### src/rtl/rsz_pkg.sv
package rsz_pkg;
   // width of the padding field placed in front of the upper result bits
   function automatic int pad_width(input int data_w, input int byte_w);
      return 2 * byte_w - data_w;
   endfunction
endpackage

### src/rtl/rsz_store.sv
module rsz_store #(
   parameter int DEPTH  = 16,
   parameter int DATA_W = 12,
   localparam int IDX_W = $clog2(DEPTH),
   localparam int CNT_W = $clog2(DEPTH + 1)
) (
   input  logic              clk,
   input  logic              rst_n,
   input  logic              wr_en,
   input  logic [DATA_W-1:0] wr_data,
   input  logic              clr,
   input  logic [CNT_W-1:0]  rd_idx,
   output logic [DATA_W-1:0] rd_data,
   output logic [CNT_W-1:0]  cnt
);
   logic [DATA_W-1:0] mem [DEPTH];
   logic              room;
   logic [CNT_W-1:0]  wr_slot;

   assign room    = clr || (cnt < CNT_W'(DEPTH));
   assign wr_slot = clr ? '0 : cnt;

   // contents are left unset at power-up on purpose
   always_ff @(posedge clk) begin
      if (wr_en && room) begin
         mem[wr_slot[IDX_W-1:0]] <= wr_data;
      end
   end

   always_ff @(posedge clk or negedge rst_n) begin
      if (!rst_n) begin
         cnt <= '0;
      end else if (clr) begin
         cnt <= wr_en ? CNT_W'(1) : '0;
      end else if (wr_en && room) begin
         cnt <= cnt + CNT_W'(1);
      end
   end

   assign rd_data = mem[rd_idx[IDX_W-1:0]];
endmodule

### src/rtl/rsz_cursor.sv
module rsz_cursor #(
   parameter int DEPTH  = 16,
   localparam int CNT_W = $clog2(DEPTH + 1)
) (
   input  logic             clk,
   input  logic             rst_n,
   input  logic             ack,
   input  logic             nack,
   input  logic             clr,
   input  logic [CNT_W-1:0] cnt,
   output logic [CNT_W-1:0] ptr,
   output logic             phase,
   output logic             avail
);
   assign avail = ptr < cnt;

   always_ff @(posedge clk or negedge rst_n) begin
      if (!rst_n) begin
         ptr   <= '0;
         phase <= 1'b0;
      end else if (clr || (ack && nack)) begin
         ptr   <= '0;
         phase <= 1'b0;
      end else if (ack && avail) begin
         if (phase) begin
            ptr   <= ptr + CNT_W'(1);
            phase <= 1'b0;
         end else begin
            phase <= 1'b1;
         end
      end
   end
endmodule

### src/rtl/rsz_format.sv
module rsz_format #(
   parameter int DATA_W = 12,
   parameter int BYTE_W = 8
) (
   input  logic              clk,
   input  logic              rst_n,
   input  logic              req,
   input  logic              phase,
   input  logic              avail,
   input  logic [DATA_W-1:0] word,
   output logic [BYTE_W-1:0] tx_byte
);
   import rsz_pkg::*;
   localparam int PAD_W = pad_width(DATA_W, BYTE_W);
   localparam int HI_W  = DATA_W - BYTE_W;

   logic [BYTE_W-1:0] hi_byte;
   logic [BYTE_W-1:0] nxt_byte;

   generate
      if (PAD_W == 0) begin : g_nopad
         assign hi_byte = word[DATA_W-1:BYTE_W];
      end else begin : g_pad
         assign hi_byte = {{PAD_W{1'b1}}, word[DATA_W-1 -: HI_W]};
      end
   endgenerate

   always_comb begin
      if (!avail) begin
         nxt_byte = '1;
      end else if (phase) begin
         nxt_byte = word[BYTE_W-1:0];
      end else begin
         nxt_byte = hi_byte;
      end
   end

   always_ff @(posedge clk or negedge rst_n) begin
      if (!rst_n) begin
         tx_byte <= '1;
      end else if (req) begin
         tx_byte <= nxt_byte;
      end
   end
endmodule

### src/rtl/result_byte_serializer.sv
module result_byte_serializer #(
   parameter int DEPTH  = 16,
   parameter int DATA_W = 12,
   parameter int BYTE_W = 8,
   localparam int CNT_W = $clog2(DEPTH + 1)
) (
   input  logic              clk,
   input  logic              rst_n,
   input  logic              res_wr,
   input  logic [DATA_W-1:0] res_data,
   input  logic              bus_end,
   input  logic              byte_req,
   input  logic              ack_strobe,
   input  logic              ack_is_nack,
   output logic [BYTE_W-1:0] tx_byte
);
   initial begin
      if (DEPTH < 2) $error("DEPTH must be at least 2");
      if (DATA_W <= BYTE_W || DATA_W > 2 * BYTE_W)
         $error("DATA_W must lie in (BYTE_W, 2*BYTE_W]");
   end

   logic [CNT_W-1:0]  stored_cnt;
   logic [CNT_W-1:0]  rd_ptr;
   logic              rd_phase;
   logic              rd_avail;
   logic [DATA_W-1:0] rd_word;

   rsz_store #(.DEPTH(DEPTH), .DATA_W(DATA_W)) u_store (
      .clk(clk), .rst_n(rst_n), .wr_en(res_wr), .wr_data(res_data),
      .clr(bus_end), .rd_idx(rd_ptr), .rd_data(rd_word), .cnt(stored_cnt)
   );

   rsz_cursor #(.DEPTH(DEPTH)) u_cursor (
      .clk(clk), .rst_n(rst_n), .ack(ack_strobe), .nack(ack_is_nack),
      .clr(bus_end), .cnt(stored_cnt), .ptr(rd_ptr), .phase(rd_phase),
      .avail(rd_avail)
   );

   rsz_format #(.DATA_W(DATA_W), .BYTE_W(BYTE_W)) u_format (
      .clk(clk), .rst_n(rst_n), .req(byte_req), .phase(rd_phase),
      .avail(rd_avail), .word(rd_word), .tx_byte(tx_byte)
   );
endmodule

### config.mk
export PLATFORM = sky130hd
export DESIGN_NAME = result_byte_serializer
export DESIGN_NICKNAME = d
export VERILOG_FILES = /design/src/rtl/rsz_pkg.sv /design/src/rtl/rsz_store.sv /design/src/rtl/rsz_cursor.sv /design/src/rtl/rsz_format.sv /design/src/rtl/result_byte_serializer.sv
export SDC_FILE = /design/constraint.sdc
export NUM_CORES = 1
export LEC_CHECK = 0
export BUFFER_PORTS_ARGS = -buffer_cell sky130_fd_sc_hd__buf_2
export CORE_ASPECT_RATIO = 1.1
export CORE_MARGIN = 2
export CORE_UTILIZATION = 38
export CTS_BUF_LIST = sky130_fd_sc_hd__clkbuf_16
export CTS_CLUSTER_SIZE = 14
export DETAILED_ROUTE_END_ITERATION = 7
export PLACE_DENSITY = 0.63
export RECOVER_POWER = 100
export SYNTH_ARGS = -nofsm -noshare
export SYNTH_HDL_FRONTEND = slang
export SYNTH_SLANG_ARGS = --single-unit
### constraint.sdc
create_clock -name clk -period 1.8 [get_ports clk]
set_input_delay 0.36 -clock clk [delete_from_list [all_inputs] [get_ports clk]]
set_output_delay 0.36 -clock clk [all_outputs]
set_load 0.005 [all_outputs]
==> results of run 1 <==
layout make-up:
type,instances,area share (%)
Sequential cell,211,60.0
Multi-Input combinational cell,230,21.0
Timing Repair Buffer,98,9.01
Clock buffer,21,5.04
Tap cell,295,3.54
Clock inverter,15,1.18
Inverter,5,0.180
cells by family after synthesis:
group	count (synthesis)	synth area share (%)
AO/OA/AOI/OAI	74	5.98
buffers and inverters	26	1.51
XOR/XNOR	5	0.522
adder cells (fa/ha/maj)	6	0.895
multiplexers	85	13.1
AND/OR/NAND/NOR	60	3.42
flip-flops	211	74.5
how the worst max path moves through the flow:
stage	endpoint	slack, ps	cells after the start
6_report	u_format.tx_byte[6]	-100	5
2_1_floorplan	u_store.mem[6][0]	-80	3
3_5_place_dp	u_format.tx_byte[2]	-290	6
5_1_grt	u_format.tx_byte[6]	-150	4
4_1_cts	u_format.tx_byte[6]	-70	4
3_3_place_gp	u_format.tx_byte[2]	-270	6
state kept, by name, summed over array words and instances, names as in the netlist:
signal and flops:
u_store.mem 192, u_format.tx_byte 8, u_cursor.ptr 5, u_store.cnt 5
u_cursor.phase 1
tightest hold or removal path: stages:
cell and delay (ps):
buf_2 130, nand2_1 60, o22ai_1 50
cells in the mapped netlist, drive strengths merged (6+ instances only):
library cell  instances
edfxtp              192
mux2i                65
a22oi                32
nor2                 27
a21oi                22
mux4                 20
buf                  15
dfrtp                11
dfstp                 8
o22a                  8
clkbuf                6
ha                    6
nand2                 6
timing repair:
item                       in CTS  in global routing
pin swaps                      11                 28
hold endpoints to repair       11                  0
resized for setup              22                 32
gates cloned                    0                  9
hold buffers                    1                  0
buffers inserted                5                  6
setup endpoints to repair      60                159
power groups by stage:
stage / logic (mW) / clock network (mW) / registers, mW
floorplan: 0.181 / 0 / 5.57
global placement: 0.403 / 0 / 5.57
detailed placement: 0.416 / 0 / 5.57
CTS: 0.438 / 4.22 / 5.47
global route: 0.485 / 4.41 / 5.47
finish: 0.449 / 4.14 / 5.47
layer usage:
layer	global-route usage, %	vias up
met1	22.6	2412
li1	-	2071
met2	27.0	151
met5	0	-
met3	2.11	23
met4	5.08	0
==> impl_metrics.tcl, run 1 <==
set metrics [dict create \
    status "finished with violations" \
    violations "setup timing" \
    fin_crit_sh_pct 105 \
    drv_slew 0 \
    place.gp.congestion 0.819 \
    syn_area_um2 8390 \
    wire_per_inst_um 22.7 \
    fin_area_um2 10400 \
    top_layer_used "met4" \
    core_area_um2 21900 \
    yosysUniqueCellTypes 36 \
    rsz0062_at_grt "yes" \
    switchingPower_mw 2.04 \
    start_util_pct 38.3 \
    timing.hold.ws_ps 165 \
    multi_input_area_um2 2190 \
    cts_inserted_buffers 21 \
    power_frac_clock_pct 41.1 \
    clkTransAtPathRegs_ps 60 \
    num_vias 4657 \
    worstSkewPairLatency_ps 490 \
    path_buf_inv 2 \
    crit_family "multiplexers" \
    antenna_found_initial 0 \
    async_flop_share_pct 9.00 \
    clock-sinks 211 \
    synth_cells 467 \
    r2r-end "u_format.tx_byte[6]" \
    seqPwrFrac_pct 54.4 \
    ys.flop_type "edfxtp_1" \
    drv_cap 0 \
    rrSetupSlack_ps -100 \
    crit_chain "buf_8 -> clkbuf_16 -> mux4_2 -> mux4_2 -> o22a_1" \
    peakVddDrop_mv 0.837 \
    yosysTopAreaCell "edfxtp_1" \
    cp-startpoint "u_cursor.ptr[1]" \
    die_y_um 160 \
    synth_edf_count 192 \
    n_antenna_cell 0 \
    m1WireLength_um 8300 \
    p_per_area_nw_per_um2 965 \
    yosys_warnings 0 \
    worstSetupPathType "reg2reg" \
    holdPathStages 3 \
    final_common_cell "edfxtp_1" \
    drive_gt1_share_pct 30.0 \
    combinationalPowerShare_pct 4.5 \
    die_width_um 146 \
    grt_usage_pct 16.3 \
    die-area_um2 23300 \
    fin_ws_ps -96.7 \
    cp_slowest_stage_delay_ps 520 \
    max_clock_freq_ghz 0.527 \
    seq_area_um2 6250 \
    place_hpwl_um 11800 \
    total_power_mw 10.1 \
    drtIter0Drc 380 \
    relSlewSlack_pct 21.3 \
    wl_met3_um 1200 \
    start_kind "flop" \
    final_cells 875 \
    yosys_register_bits 211 \
    io_buffers 26 \
    fin_nets 592 \
    final_core_util_pct 47.6 \
    synth_top_area_share_pct 68.8 \
    fin_setup_tns_ps -1960 \
    wl_met2_um 10000 \
    synth_seq_area_share_pct 74.5 \
    leakagePower_nw 3.32 \
    io_pins 27 \
    pre_cts_ws_ps -285 \
    swShare_pct 20.3 \
    grt_start_max_net_pins 44 \
    setup_viol_count_final 48 \
    syn_to_final_growth_pct 24.2 \
    final_cell_mix "edfxtp_1 (192), mux2i_1 (65), buf_4 (39)" \
    wl_um 19800 \
    crit_required_ps 2210 \
    rr_worst_depth 5 \
    cts_tree "done" \
    place_area_um2 9330 \
    arrival_ps 2310 \
    synthTopCellsByArea "edfxtp_1 (69%), mux2i_1 (7.8%), mux4_2 (5.4%)" \
    crit_top_cell "mux4_2" \
    row_count 57 \
    hold_end "u_store.cnt[4]" \
    worst_pin_slew_ps 1180 \
    worst_path_max_delay_cell "dfrtp_4" \
    min_from "res_wr" \
    r2r_start "u_cursor.ptr[1]" \
    end_kind "flop" \
    clock-root-buffer "clkbuf_16" \
    clk_path_buf_depth 3 \
    fillCellCount 1806 \
    layout_min_cycle_time_ps 1900 \
    cts_max_level 1 \
    grt_pass1_wl_um 28700 \
    place_inst 819 \
    ant_nets 0 \
    synth_fp_nets 492 \
    synth.avg_cell_area_um2 18.0 \
    grt_pass1_vias 4683 \
    power.internal_mw 8.02 \
    dr.pass1.iters 4 \
    hold_viol_final 0 \
    cp_max_fo 5 \
    fin_worst_skew_ps 13.7 \
    via_per_inst 5.32 \
    drc 0 \
    grt_remaining_overflow 0 \
    hold_path.class "in2reg" \
]
No activity file was read; power rests on OpenSTA's default activity.
==> inputs of run 2 (changes only) <==
Settings changed: RECOVER_POWER 100 to default, REMOVE_ABC_BUFFERS from default to 1.
==> run 2 against run 1 <==
Compared with the run above: the flow still finishes with violations (setup timing); via count is 1.2% lower; cell count decreased by 0.46%; core utilization fell by 0.66 points; count of clock-buffer cells in the layout is the same; first-iteration DRC count grew 16%; wire length down 4.6%; hold slack gained 3.2 ps; fmax down 0.25%; sequential cell count is the same; combinational power is 3% higher; highest routed layer unchanged; critical endpoint is now u_cursor.ptr[0].
==> impl_metrics.tcl, run 2 (synthesis gave the netlist of run 1 again) <==
set metrics [dict create \
    grt_start_max_net_pins 20 \
    num_vias 4601 \
    crit_required_ps 2170 \
    final_common_cell "edfxtp_1" \
    drive_gt1_share_pct 31.1 \
    relSlewSlack_pct 66.9 \
    r2r-end "u_cursor.ptr[0]" \
    core_area_um2 21900 \
    max_clock_freq_ghz 0.526 \
    rsz0062_at_grt "yes" \
    status "finished with violations" \
    cts_inserted_buffers 21 \
    min_from "res_wr" \
    peakVddDrop_mv 0.533 \
    clock-sinks 211 \
    rrSetupSlack_ps -100 \
    violations "setup timing" \
    fin_nets 587 \
    io_buffers 26 \
    place_hpwl_um 12400 \
    cts_tree "done" \
    p_per_area_nw_per_um2 991 \
    syn_to_final_growth_pct 22.5 \
    clkTransAtPathRegs_ps 60 \
    dr.pass1.iters 4 \
    antenna_found_initial 0 \
    worst_pin_slew_ps 497 \
    setup_viol_count_final 12 \
    io_pins 27 \
    grt_pass1_wl_um 28600 \
    wire_per_inst_um 21.7 \
    drv_slew 0 \
    final_cell_mix "edfxtp_1 (192), mux2i_1 (65), buf_4 (52)" \
    start_kind "flop" \
    n_antenna_cell 0 \
    drc 0 \
    holdPathStages 3 \
    largest_reg_flops 192 \
    via_per_inst 5.28 \
    die_width_um 146 \
    fin_crit_sh_pct 106 \
    hold_viol_final 0 \
    timing.hold.ws_ps 168 \
    hold_end "u_store.cnt[4]" \
    arrival_ps 2270 \
    die_y_um 160 \
    grt_remaining_overflow 0 \
    die-area_um2 23300 \
    grt_pass1_vias 4780 \
    wl_um 18900 \
    leakagePower_nw 3.34 \
    clk_path_buf_depth 3 \
    worstSkewPairLatency_ps 500 \
    drtIter0Drc 440 \
    total_power_mw 10.2 \
    drv_cap 0 \
    r2r_start "u_cursor.ptr[1]" \
    layout_min_cycle_time_ps 1900 \
    rr_worst_depth 7 \
    fin_ws_ps -101 \
    end_kind "flop" \
    start_util_pct 38.3 \
    place.gp.congestion 0.771 \
    ant_nets 0 \
    cts_max_level 1 \
    grt_usage_pct 16.3 \
    row_count 57 \
    hold_path.class "in2reg" \
    clock-root-buffer "clkbuf_16" \
    cp_max_fo 8 \
    fin_worst_skew_ps 15.2 \
    worstSetupPathType "reg2reg" \
]
run 2: cell types whose count changed in the layout (fill, tap and decap cells not counted), moves of 9 or more:
cell / change
buf_2: +14
nor2_2: -9
clkbuf_1: -17
buf_4: +13
nor2_1: +9
run 2: power breakdown:
| part | total (mW) | switching, mW | internal [mW] | leakage (nW) |
|---|---|---|---|---|
| sequential | 5.47 | 0.0332 | 5.43 | 1.97 |
| clock | 4.25 | 1.70 | 2.54 | 0.354 |
| combinational | 0.463 | 0.269 | 0.194 | 1.02 |
run 2: repair_timing:
item | 4_1_cts | 5_1_grt
gates resized for setup | 13 | 22
buffers inserted | 0 | 1
setup endpoints to repair | 12 | 79
gates cloned | 0 | 0
endpoints found under the hold margin | 11 | 0
hold buffers | 1 | 0
pin swaps | 1 | 8
run 2: cell type report:
cell class,count,area [um2]
flip-flops and latches,211,6260
inverters,5,18.8
well taps,295,369
fillers,1814,11600
repair buffers,93,785
multi-input cells,230,2170
clock inverters,16,148
clock buffers,21,526
run 2: critical path, stage by stage (launching register included):
cell and delay [ps]:
dfrtp_4 550, buf_4 170, ha_4 270, a21oi_4 60
o211ai_1 310, buf_4 200, xor2_1 150, nor2_1 70
run 2: layer usage:
metal | share of wire [%] | GRT usage (%)
met5 | 0 | 0
met2 | 51 | 27.9
met4 | 2.3 | 5.44
met1 | 41 | 21.4
met3 | 5.8 | 2.40
run 2: worst max-delay path by stage:
stage,start,endpoint,slack [ps],depth (start not counted)
after floorplan,u_cursor.ptr[1],u_cursor.ptr[3],-2250,5
after global placement,u_cursor.ptr[0],u_format.tx_byte[3],-170,8
after detailed placement,u_cursor.ptr[0],u_format.tx_byte[3],-220,8
after CTS,u_cursor.ptr[1],u_format.tx_byte[3],-80,7
after global routing,u_cursor.ptr[1],u_format.tx_byte[0],-170,7
final,u_cursor.ptr[1],u_cursor.ptr[0],-100,7
run 2: per-stage QoR:
step | std cells | setup WS (ps) | setup TNS, ps | area, um2 | utilization [%]
global placement | 832 | -169 | -4560 | 9410 | 43.0
detailed placement | 832 | -221 | -6660 | 9410 | 43.0
CTS | 870 | -83.3 | -538 | 10200 | 46.4
global route | 871 | -167 | -1750 | 10300 | 46.9
finish | 871 | -101 | -900 | 10300 | 46.9
floorplan | 446 | -2250 | -28260 | 8280 | -
